[src/rtl/wrq_pkg.sv]
package wrq_pkg;
   // bit positions inside the sampled pin vector
   localparam int PIN_CE = 0;
   localparam int PIN_OE = 1;
   localparam int PIN_WE = 2;
   localparam int PIN_PG = 3;
   localparam int PIN_COUNT = 4;

   // write condition: chip-select low, write-enable low, read-enable high
   function automatic logic write_cond(input logic [PIN_COUNT-1:0] s);
      return ~s[PIN_CE] & ~s[PIN_WE] & s[PIN_OE];
   endfunction
endpackage

[src/rtl/wrq_sync.sv]
module wrq_sync #(
   parameter int WIDTH  = 4,
   parameter int STAGES = 2
) (
   input  logic             clk,
   input  logic             rst_n,
   input  logic [WIDTH-1:0] raw,
   input  logic [WIDTH-1:0] rst_val,
   output logic [WIDTH-1:0] sync
);
   if (STAGES < 2) begin : g_bad_stages
      $error("wrq_sync: STAGES must be at least 2");
   end
   if (WIDTH < 1) begin : g_bad_width
      $error("wrq_sync: WIDTH must be at least 1");
   end

   for (genvar b = 0; b < WIDTH; b++) begin : g_bit
      logic [STAGES-1:0] chain;
      always_ff @(posedge clk or negedge rst_n) begin
         if (!rst_n) chain <= {STAGES{rst_val[b]}};
         else        chain <= {chain[STAGES-2:0], raw[b]};
      end
      assign sync[b] = chain[STAGES-1];
   end
endmodule

[src/rtl/wrq_width.sv]
module wrq_width #(
   parameter int MIN_CYC = 2
) (
   input  logic clk,
   input  logic rst_n,
   input  logic cond,
   output logic long_enough
);
   localparam int CW = $clog2(MIN_CYC + 1);

   if (MIN_CYC < 1) begin : g_bad_min
      $error("wrq_width: MIN_CYC must be at least 1");
   end

   logic [CW-1:0] run_cnt;

   always_ff @(posedge clk or negedge rst_n) begin
      if (!rst_n)                          run_cnt <= '0;
      else if (!cond)                      run_cnt <= '0;
      else if (run_cnt < CW'(MIN_CYC))     run_cnt <= run_cnt + 1'b1;
   end

   assign long_enough = (run_cnt >= CW'(MIN_CYC));

   // a qualified run means the condition was present on the previous clock
   run_seen_chk: assert property (@(posedge clk) disable iff (!rst_n)
      long_enough |-> $past(cond));
endmodule

[src/rtl/wrq_arm.sv]
module wrq_arm (
   input  logic clk,
   input  logic rst_n,
   input  logic pg,
   input  logic cond,
   output logic armed,
   output logic pg_rise
);
   logic pg_q;

   always_ff @(posedge clk or negedge rst_n) begin
      if (!rst_n) begin
         armed   <= 1'b0;
         pg_q    <= 1'b0;
         pg_rise <= 1'b0;
      end else begin
         pg_q    <= pg;
         pg_rise <= pg & ~pg_q;
         if (!pg)       armed <= 1'b0;
         else if (!cond) armed <= 1'b1;
      end
   end

   // arming only happens after the pins left the write combination
   arm_idle_chk: assert property (@(posedge clk) disable iff (!rst_n)
      $rose(armed) |-> $past(!cond) && $past(pg));
   // read-mode pulse lasts one clock
   rd_pulse_chk: assert property (@(posedge clk) disable iff (!rst_n)
      pg_rise |=> !pg_rise);
endmodule

[src/rtl/wrq_gate.sv]
module wrq_gate #(
   parameter int MIN_CYC = 2,
   parameter int STAGES  = 2
) (
   input  logic clk,
   input  logic rst_n,
   input  logic pwr_good,
   input  logic ce_n,
   input  logic oe_n,
   input  logic we_n,
   output logic wr_strobe,
   output logic rd_mode_rst
);
   import wrq_pkg::*;

   logic [PIN_COUNT-1:0] raw_pins, sync_pins, idle_val;
   logic cond, cond_q, long_enough, armed, pg_s;

   assign raw_pins = {pwr_good, we_n, oe_n, ce_n};
   // control pins rest high (inactive), power-good rests low
   assign idle_val = {1'b0, 1'b1, 1'b1, 1'b1};

   wrq_sync #(.WIDTH(PIN_COUNT), .STAGES(STAGES)) u_sync (
      .clk(clk), .rst_n(rst_n), .raw(raw_pins), .rst_val(idle_val), .sync(sync_pins));

   assign pg_s = sync_pins[PIN_PG];
   assign cond = write_cond(sync_pins);

   wrq_width #(.MIN_CYC(MIN_CYC)) u_width (
      .clk(clk), .rst_n(rst_n), .cond(cond), .long_enough(long_enough));

   wrq_arm u_arm (
      .clk(clk), .rst_n(rst_n), .pg(pg_s), .cond(cond),
      .armed(armed), .pg_rise(rd_mode_rst));

   always_ff @(posedge clk or negedge rst_n) begin
      if (!rst_n) begin
         cond_q    <= 1'b0;
         wr_strobe <= 1'b0;
      end else begin
         cond_q    <= cond;
         wr_strobe <= pg_s & armed & cond_q & ~cond & long_enough;
      end
   end

   // strobe is a single-clock pulse
   strobe_width_chk: assert property (@(posedge clk) disable iff (!rst_n)
      wr_strobe |=> !wr_strobe);
   // no strobe unless power was good when it was decided
   strobe_pg_chk: assert property (@(posedge clk) disable iff (!rst_n)
      wr_strobe |-> $past(pg_s));
   // a strobe needs an armed qualifier
   strobe_arm_chk: assert property (@(posedge clk) disable iff (!rst_n)
      wr_strobe |-> $past(armed));
   // strobe only after the write combination ended
   strobe_end_chk: assert property (@(posedge clk) disable iff (!rst_n)
      wr_strobe |-> $past(cond_q) && !$past(cond));
endmodule

[config.mk]
export PLATFORM = sky130hd
export DESIGN_NAME = wrq_gate
export DESIGN_NICKNAME = d
export VERILOG_FILES = /design/src/rtl/wrq_pkg.sv /design/src/rtl/wrq_sync.sv /design/src/rtl/wrq_width.sv /design/src/rtl/wrq_arm.sv /design/src/rtl/wrq_gate.sv
export SDC_FILE = /design/constraint.sdc
export NUM_CORES = 1
export LEC_CHECK = 0
export BUFFER_PORTS_ARGS = -buffer_cell sky130_fd_sc_hd__buf_4
export CAP_MARGIN = 20
export CORE_AREA = 2 2 39 41
export DETAILED_ROUTE_END_ITERATION = 10
export DIE_AREA = 0 0 41 43
export GPL_TIMING_DRIVEN = 0
export PLACE_DENSITY = 0.5
export SKIP_LAST_GASP = 1
export SYNTH_ARGS = -nofsm -noshare
export SYNTH_HDL_FRONTEND = slang
export SYNTH_SLANG_ARGS = --single-unit
[constraint.sdc]
create_clock -name clk -period 1.5 [get_ports clk]
set_input_delay 0.3 -clock clk [delete_from_list [all_inputs] [get_ports clk]]
set_output_delay 0.3 -clock clk [all_outputs]
set_load 0.05 [all_outputs]
* Word level (Yosys, flattened, before mapping) *
Cells that the tools add are included.

operators by class
  add/sub/neg operators = 1
  $lt $le $gt $ge = 2
  eq/ne operators = 2
  multiplexer cells = 4
  bitwise logic cells = 11

operators with widths
  kind                                                       number
  AND 1 bit                                                  7
  two-way mux 2 bit                                          2
  NOT 1 bit                                                  4
  adder 2 x 1 -> 2 bit (second input constant)               1
  greater-or-equal comparator 2 bit (second input constant)  1
  < comparator 2 bit (second input constant)                 1
  two-way mux 1 bit                                          2
  != test 2 x 1 -> 1 bit (second input constant)             1
  != test 2 bit (second input constant)                      1

storage, ports and cells
  flip-flop bits (word level) = 15
  input bits = 6
  output and inout bits = 2
  logic and storage cells = 30

* Logic depth before layout (Yosys ltp) *
Gate-level depths: netlist of the first run.

  depth in word-level cells = 6
  gate-level depth with buffers = 4
  mapped depth without buffers = 4

* Worst setup path after synthesis of the first run *
Ideal clock, no wire load.

  path type = reg2reg
  start point = register u_sync.g_bit[1].chain[1]
  end point = register u_arm.armed
  setup time = 119 ps
  arrival time = 1,029 ps
  data required time = 1,381 ps
  path slack = 353 ps
  stages on the path, launching flop included = 3
  buffers on the path = 0
  clock period less this slack = 1,147 ps
  cells stage by stage = dfstp_2 -> or3b_4 -> o21a_1

on the way
  word-level cells in the longest chain between the ends = 2

ends and longest elaborated chain
  what                            line            source
  start: declaration              wrq_sync.sv:19  logic [STAGES-1:0] chain;
  start signal: assignment        wrq_sync.sv:21  if (!rst_n) chain <= {STAGES{rst_val[b]}};
  start signal: assignment        wrq_sync.sv:22  else chain <= {chain[STAGES-2:0], raw[b]};
  AND 1 bit                       wrq_pkg.sv:11   return ~s[PIN_CE] & ~s[PIN_WE] & s[PIN_OE];
  != test 2 bit (no source line)  -
  end signal: assignment          wrq_arm.sv:13   armed <= 1'b0;
  end signal: assignment          wrq_arm.sv:19   if (!pg) armed <= 1'b0;
  end signal: assignment          wrq_arm.sv:20   else if (!cond) armed <= 1'b1;
  end: declaration                wrq_arm.sv:6    output logic armed,

Every way passes these cells.
A chain may end at the register's enable or synchronous reset.

* Worst setup path in the final report of the first run *
Ends and elaborated chain as after synthesis.

==> impl_metrics.tcl, run 1 <==
set metrics [dict create \
    period_minus_slack_ps 1184 \
    diodes 0 \
    antenna_found_initial 0 \
    clockBufferDepth 2 \
    grt_pass1_wl_um 938 \
    maxSlewViolCount 0 \
    syn_nets 34 \
    slew_headroom_pct 88.23 \
    placed_cell_area_um2 534.3 \
    arrival_ps 1350 \
    synth.area.top_cells "dfrtp_1 (49%), dfstp_2 (34%), ha_1 (2.7%), inv_1 (2.4%), or3b_4 (2.4%)" \
    maxCapViolCount 0 \
    cp.required_ps 1660 \
    p_leak_uw 0.0002726 \
    clkTransAtPathRegs_ps 80 \
    swShare_pct 19.27 \
    ys_warn_count 0 \
    root_buffer "clkbuf_4" \
    synth_cells 27 \
    p_sw_uw 130.8 \
    core_area_um2 1384 \
    die_y_um 43 \
    syn_area_um2 461.7 \
    grt_max_degree 16 \
    num_rows 14 \
    layout_setup_ws_ps 315.8 \
    skew_ps 1.930 \
    numPortBuffers 7 \
    ctsResizeCount 0 \
    slowest_stage "dfstp_2" \
    dieArea_um2 1763 \
    period_share_pct 78.95 \
    crit_chain "or3b_4, o21a_1" \
    cp_top_family "flip-flops" \
    cp-end-kind "flip-flop" \
    total_power_uw 678.6 \
    p_seq_share_pct 64.1 \
    path_max_fanout 4 \
    p_int_uw 547.8 \
    area_delta_synth_final_pct 23.58 \
    post-synth-top-area-fraction_pct 48.78 \
    tns_ps 0 \
    hold_path.class "in -> reg" \
    first_iter_violations 0 \
    drt_first_pass_iters 1 \
    grt_setup_unrepaired "no" \
    drc 0 \
    cp_slowest_stage_delay_ps 510 \
    gp_congestion 0.6034 \
    layout-drive-gt1-share_pct 43.59 \
    drt-total-wl_um 514 \
    clock.fmax_mhz 844.4 \
    path_buf_inv 0 \
    power.share.clock_pct 30.8 \
    peakVddDrop_mv 0.5566 \
    detail-route-antenna-nets 0 \
    nets 47 \
    hold_viol 0 \
    avgRoutedWirePerCell_um 9.345 \
    pwr-share-comb_pct 5.1 \
    hold-worst-slack_ps 134.5 \
    final_area_um2 570.5 \
    viasPerCell 4.327 \
    htreeDepth 1 \
    synth.distinct_cells 11 \
    outcome "complete, no violations" \
    clkSinkCount 15 \
    power_density_nw_per_um2 1189 \
    start_kind "flip-flop" \
    cts_tree "yes" \
    grt_util_all_layers_pct 8.660 \
    dp_slack_ps 317.0 \
    ys_ff_latch 15 \
    synth_area_per_cell_um2 17.10 \
    overflow 0 \
    yosysSeqAreaShare_pct 82.93 \
    grt_pass1_vias 250 \
    num_vias 238 \
    start_util_pct 33.36 \
    numCtsBuffers 3 \
    insertion_delay_ps 270 \
    die_w_um 41 \
    num_io_pins 8 \
    synth_area_leader_cell "dfrtp_1" \
    hpwl_um 398.9 \
    worst_slew_pin_slew_ps 176.6 \
    worstSetupPathType "reg -> reg" \
    setup_violations 0 \
]
-- final timing paths --
check | start | to | slack, ps | depth (start not counted)
worst max-delay path | u_sync.g_bit[1].chain[1] | u_arm.armed | 320 | 2
worst min-delay path | oe_n | u_sync.g_bit[1].chain[0] | 130 | 1
worst max register to register | u_sync.g_bit[1].chain[1] | u_arm.armed | 320 | 2
worst min register to register | u_sync.g_bit[0].chain[0] | u_sync.g_bit[0].chain[1] | 360 | 0
max in group asynchronous | rst_n | u_sync.g_bit[2].chain[1] | 860 | 2
min in group asynchronous | rst_n | wr_strobe | 410 | 2
-- cell type report --
cell class | instances | area [µm²]
flip-flops and latches | 15 | 382.9
multi-input cells | 9 | 67.56
inverters | 3 | 11.26
fillers | 130 | 813.3
repair buffers | 8 | 62.56
well taps | 16 | 20.02
clock buffers | 4 | 26.28
-- metrics by stage --
step | instances | utilization (%)
floorplan | 27 | -
global placement | 50 | 38.61
detailed placement | 50 | 38.61
CTS | 55 | 41.23
global route | 55 | 41.23
finish | 55 | 41.23
-- sequential cells by signal, summed over array words and instances, names as in the netlist --
name / cells
cond_q: 1
u_arm.armed: 1
u_arm.pg_q: 1
u_arm.pg_rise: 1
u_sync.g_bit.chain: 8
u_width.run_cnt: 2
wr_strobe: 1
-- layer usage --
metal | vias up | part of all wire (%) | track usage (%)
li1 | 109 | - | -
met5 | - | 0 | 0
met2 | 7 | 49 | 11.88
met1 | 120 | 42 | 8.772
met4 | 0 | 1.4 | 8.000
met3 | 2 | 6.8 | 4.712
-- worst register-to-register path: cells and delay by family, from the launching register on --
kind / cells / cell delay [ps]
flops: 1 / 510
simple gates: 1 / 390
compound gates: 1 / 180
-- power groups by stage --
stage                     sequential, µW  combinational, µW  clock (µW)
after floorplan                      446               7.87           0
after global placement               442               32.7           0
after detailed placement             443               33.8           0
after CTS                            435               36.0         224
after global routing                 438               38.8         246
final                                435               34.6         209
-- logic make-up (layout without fill, tap and decap cells) --
logic type,count (synthesis),count (layout),synth area share (%)
AOI/OAI and AO/OA,3,3,4.607
adders and majority gates,1,1,2.710
and+or+nand+nor,4,4,5.421
buffers and inverters,3,15,2.439
DFF,15,15,82.93
xor gates and xnor gates,1,1,1.897
-- synthesized netlist by cell type (all sizes together) --
| master | instances |
|---|---|
| o21a | 1 |
| o2111ai | 1 |
| dfstp | 6 |
| nor2 | 2 |
| inv | 3 |
| dfrtp | 9 |
| nor2b | 1 |
| a21oi | 1 |
| xor2 | 1 |
| ha | 1 |
| or3b | 1 |
-- layout by cell type (no fill, tap or decap), drive strengths merged --
cell type    Yosys  layout
buf              0       7
dfstp            6       6
or3b             1       1
clkbuf           0       4
o21a             1       1
a21oi            1       1
inv              3       3
nor2b            1       1
dlygate4sd3      0       1
ha               1       1
nor2             2       2
dfrtp            9       9
o2111ai          1       1
xor2             1       1
-- repair_timing --
item / in CTS / in global routing
endpoints found under the hold margin: 9 / 0
hold buffers: 1 / 0
buffers inserted: 0 / 0
Power figures use the tool's default switching activity.
==> run 2: changes to the inputs <==
==> constraint.sdc (replaced) <==
create_clock -name clk -period 1.14 [get_ports clk]
set_input_delay 0.228 -clock clk [delete_from_list [all_inputs] [get_ports clk]]
set_output_delay 0.228 -clock clk [all_outputs]
set_load 0.05 [all_outputs]
==> run 2 against run 1 <==
Net effect:
- critical path type unchanged
- first-iteration DRC count unchanged
- the flow now finishes with violations (negative setup slack)
- sequential power increased by 31%
- cell area unchanged
- clock skew unchanged
- sequential share of layout area unchanged
- combinational power increased by 32%
- largest cell class unchanged
- via count unchanged
- final cell count unchanged
==> impl_metrics.tcl, run 2 (same netlist as run 1, synthesis figures left out) <==
set metrics [dict create \
    outcome "finished, violations left" \
    failed_checks "negative setup slack" \
    grt_pass1_vias 250 \
    clkTransAtPathRegs_ps 80 \
    clock.fmax_mhz 844.4 \
    cp.required_ps 1300 \
    overflow 0 \
    final_common_cell "dfrtp_1" \
    maxSlewViolCount 0 \
    worst_slew_pin_slew_ps 176.6 \
    cts_setup_buffers 0 \
    dieArea_um2 1763 \
    highest_layer "met4" \
    antenna_found_initial 0 \
    drc 0 \
    first_iter_violations 0 \
    grt_pass1_wl_um 938 \
    hpwl_um 398.9 \
    setup_violations 1 \
    drt_first_pass_iters 1 \
    wl_met3_um 35 \
    largest_reg_flops 8 \
    insertion_delay_ps 270 \
    diodes 0 \
    viasPerCell 4.327 \
    tns_ps -44.23 \
    gp_congestion 0.6034 \
    grt_setup_unrepaired "yes" \
    nets 47 \
    num_rows 14 \
    crit_chain "or3b_4, o21a_1" \
    numPortBuffers 7 \
    layout_setup_ws_ps -44.23 \
    avgRoutedWirePerCell_um 9.345 \
    numCtsBuffers 3 \
    num_io_pins 8 \
    cp_slowest_stage_delay_ps 510 \
    grt_util_all_layers_pct 8.660 \
    final_cell_mix "dfrtp_1 (9), buf_4 (7), dfstp_2 (6)" \
    hold_path.class "in -> reg" \
    p_leak_uw 0.0002726 \
    area_delta_synth_final_pct 23.58 \
    arrival_ps 1350 \
    detail-route-antenna-nets 0 \
    cts_tree "yes" \
    start_util_pct 33.36 \
    layout-drive-gt1-share_pct 43.59 \
    root_buffer "clkbuf_4" \
    power_density_nw_per_um2 1565 \
    htreeDepth 1 \
    core_area_um2 1384 \
    wl_met2_um 254 \
    die_y_um 43 \
    fillCellCount 130 \
    period_minus_slack_ps 1184 \
    total_power_uw 892.8 \
    drt-total-wl_um 514 \
    die_w_um 41 \
    hold_viol 0 \
    clkSinkCount 15 \
    regMostFlops "u_sync.g_bit.chain" \
    skew_ps 1.930 \
    num_vias 238 \
    slew_headroom_pct 88.23 \
    clockBufferDepth 2 \
    worstSetupPathType "reg -> reg" \
    cp-end-kind "flip-flop" \
    start_kind "flip-flop" \
    peakVddDrop_mv 0.7324 \
    top_regs "u_sync.g_bit.chain (8), u_width.run_cnt (2)" \
    maxCapViolCount 0 \
    path_max_fanout 4 \
    period_share_pct 103.9 \
    drt-met1-wl_um 216 \
    slowest_stage "dfstp_2" \
    grt_max_degree 16 \
]
==> run 2: cell counts in the layout (fill, tap and decap cells not counted) <==
No cell type changed its count.
==> run 2: report_power, final <==
part           internal [µW]  switching, µW  total (µW)
clock                    135            140         275
combinational           22.1           23.4        45.5
sequential               563           8.86         572
==> run 2: layout make-up <==
cell class | instances | area [µm²] | share of cell area, %
inverters | 3 | 11.26 | 1.974
flip-flops and latches | 15 | 382.9 | 67.11
multi-input cells | 9 | 67.56 | 11.84
well taps | 16 | 20.02 | 3.509
repair buffers | 8 | 62.56 | 10.96
clock buffers | 4 | 26.28 | 4.605
==> run 2: final timing paths <==
check / startpoint / to / slack, ps / depth (start not counted)
worst max-delay path: u_sync.g_bit[1].chain[1] / u_arm.armed / -40 / 2
worst min-delay path: oe_n / u_sync.g_bit[1].chain[0] / 60 / 1
worst max register to register: u_sync.g_bit[1].chain[1] / u_arm.armed / -40 / 2
worst min register to register: u_sync.g_bit[0].chain[0] / u_sync.g_bit[0].chain[1] / 360 / 0
max in group asynchronous: rst_n / u_sync.g_bit[2].chain[1] / 570 / 2
min in group asynchronous: rst_n / wr_strobe / 340 / 2
==> run 2: worst max-delay path: cells and delay by family, from the launching register on <==
family	cells	cell delay [ps]
AOI/OAI and AO/OA	1	180
DFF	1	510
and+or+nand+nor	1	390
==> run 2: timing repair <==
item | 4_1_cts | 5_1_grt
endpoints found under the hold margin | 9 | 0
pin swaps | 0 | 0
gates resized for setup | 0 | 0
endpoints found under the setup margin | 2 | 2
hold buffers | 1 | 0
==> run 2: metal layers <==
metal,global-route usage (%),up-vias
li1,-,109
met1,8.772,120
met2,11.88,7
met3,4.712,2
met4,8.000,0
met5,0,-
==> run 2: through the flow <==
step	cells	setup slack, ps	area (µm²)	hold WS, ps	util, %
after CTS	55	-54.95	570.5	49.08	41.23
after global routing	55	-83.48	570.5	34.29	41.23
after global placement	50	-31.80	534.3	78.98	38.61
after floorplan	27	-7.486	461.7	-67.59	-
final	55	-44.23	570.5	62.52	41.23
after detailed placement	50	-43.03	534.3	86.29	38.61
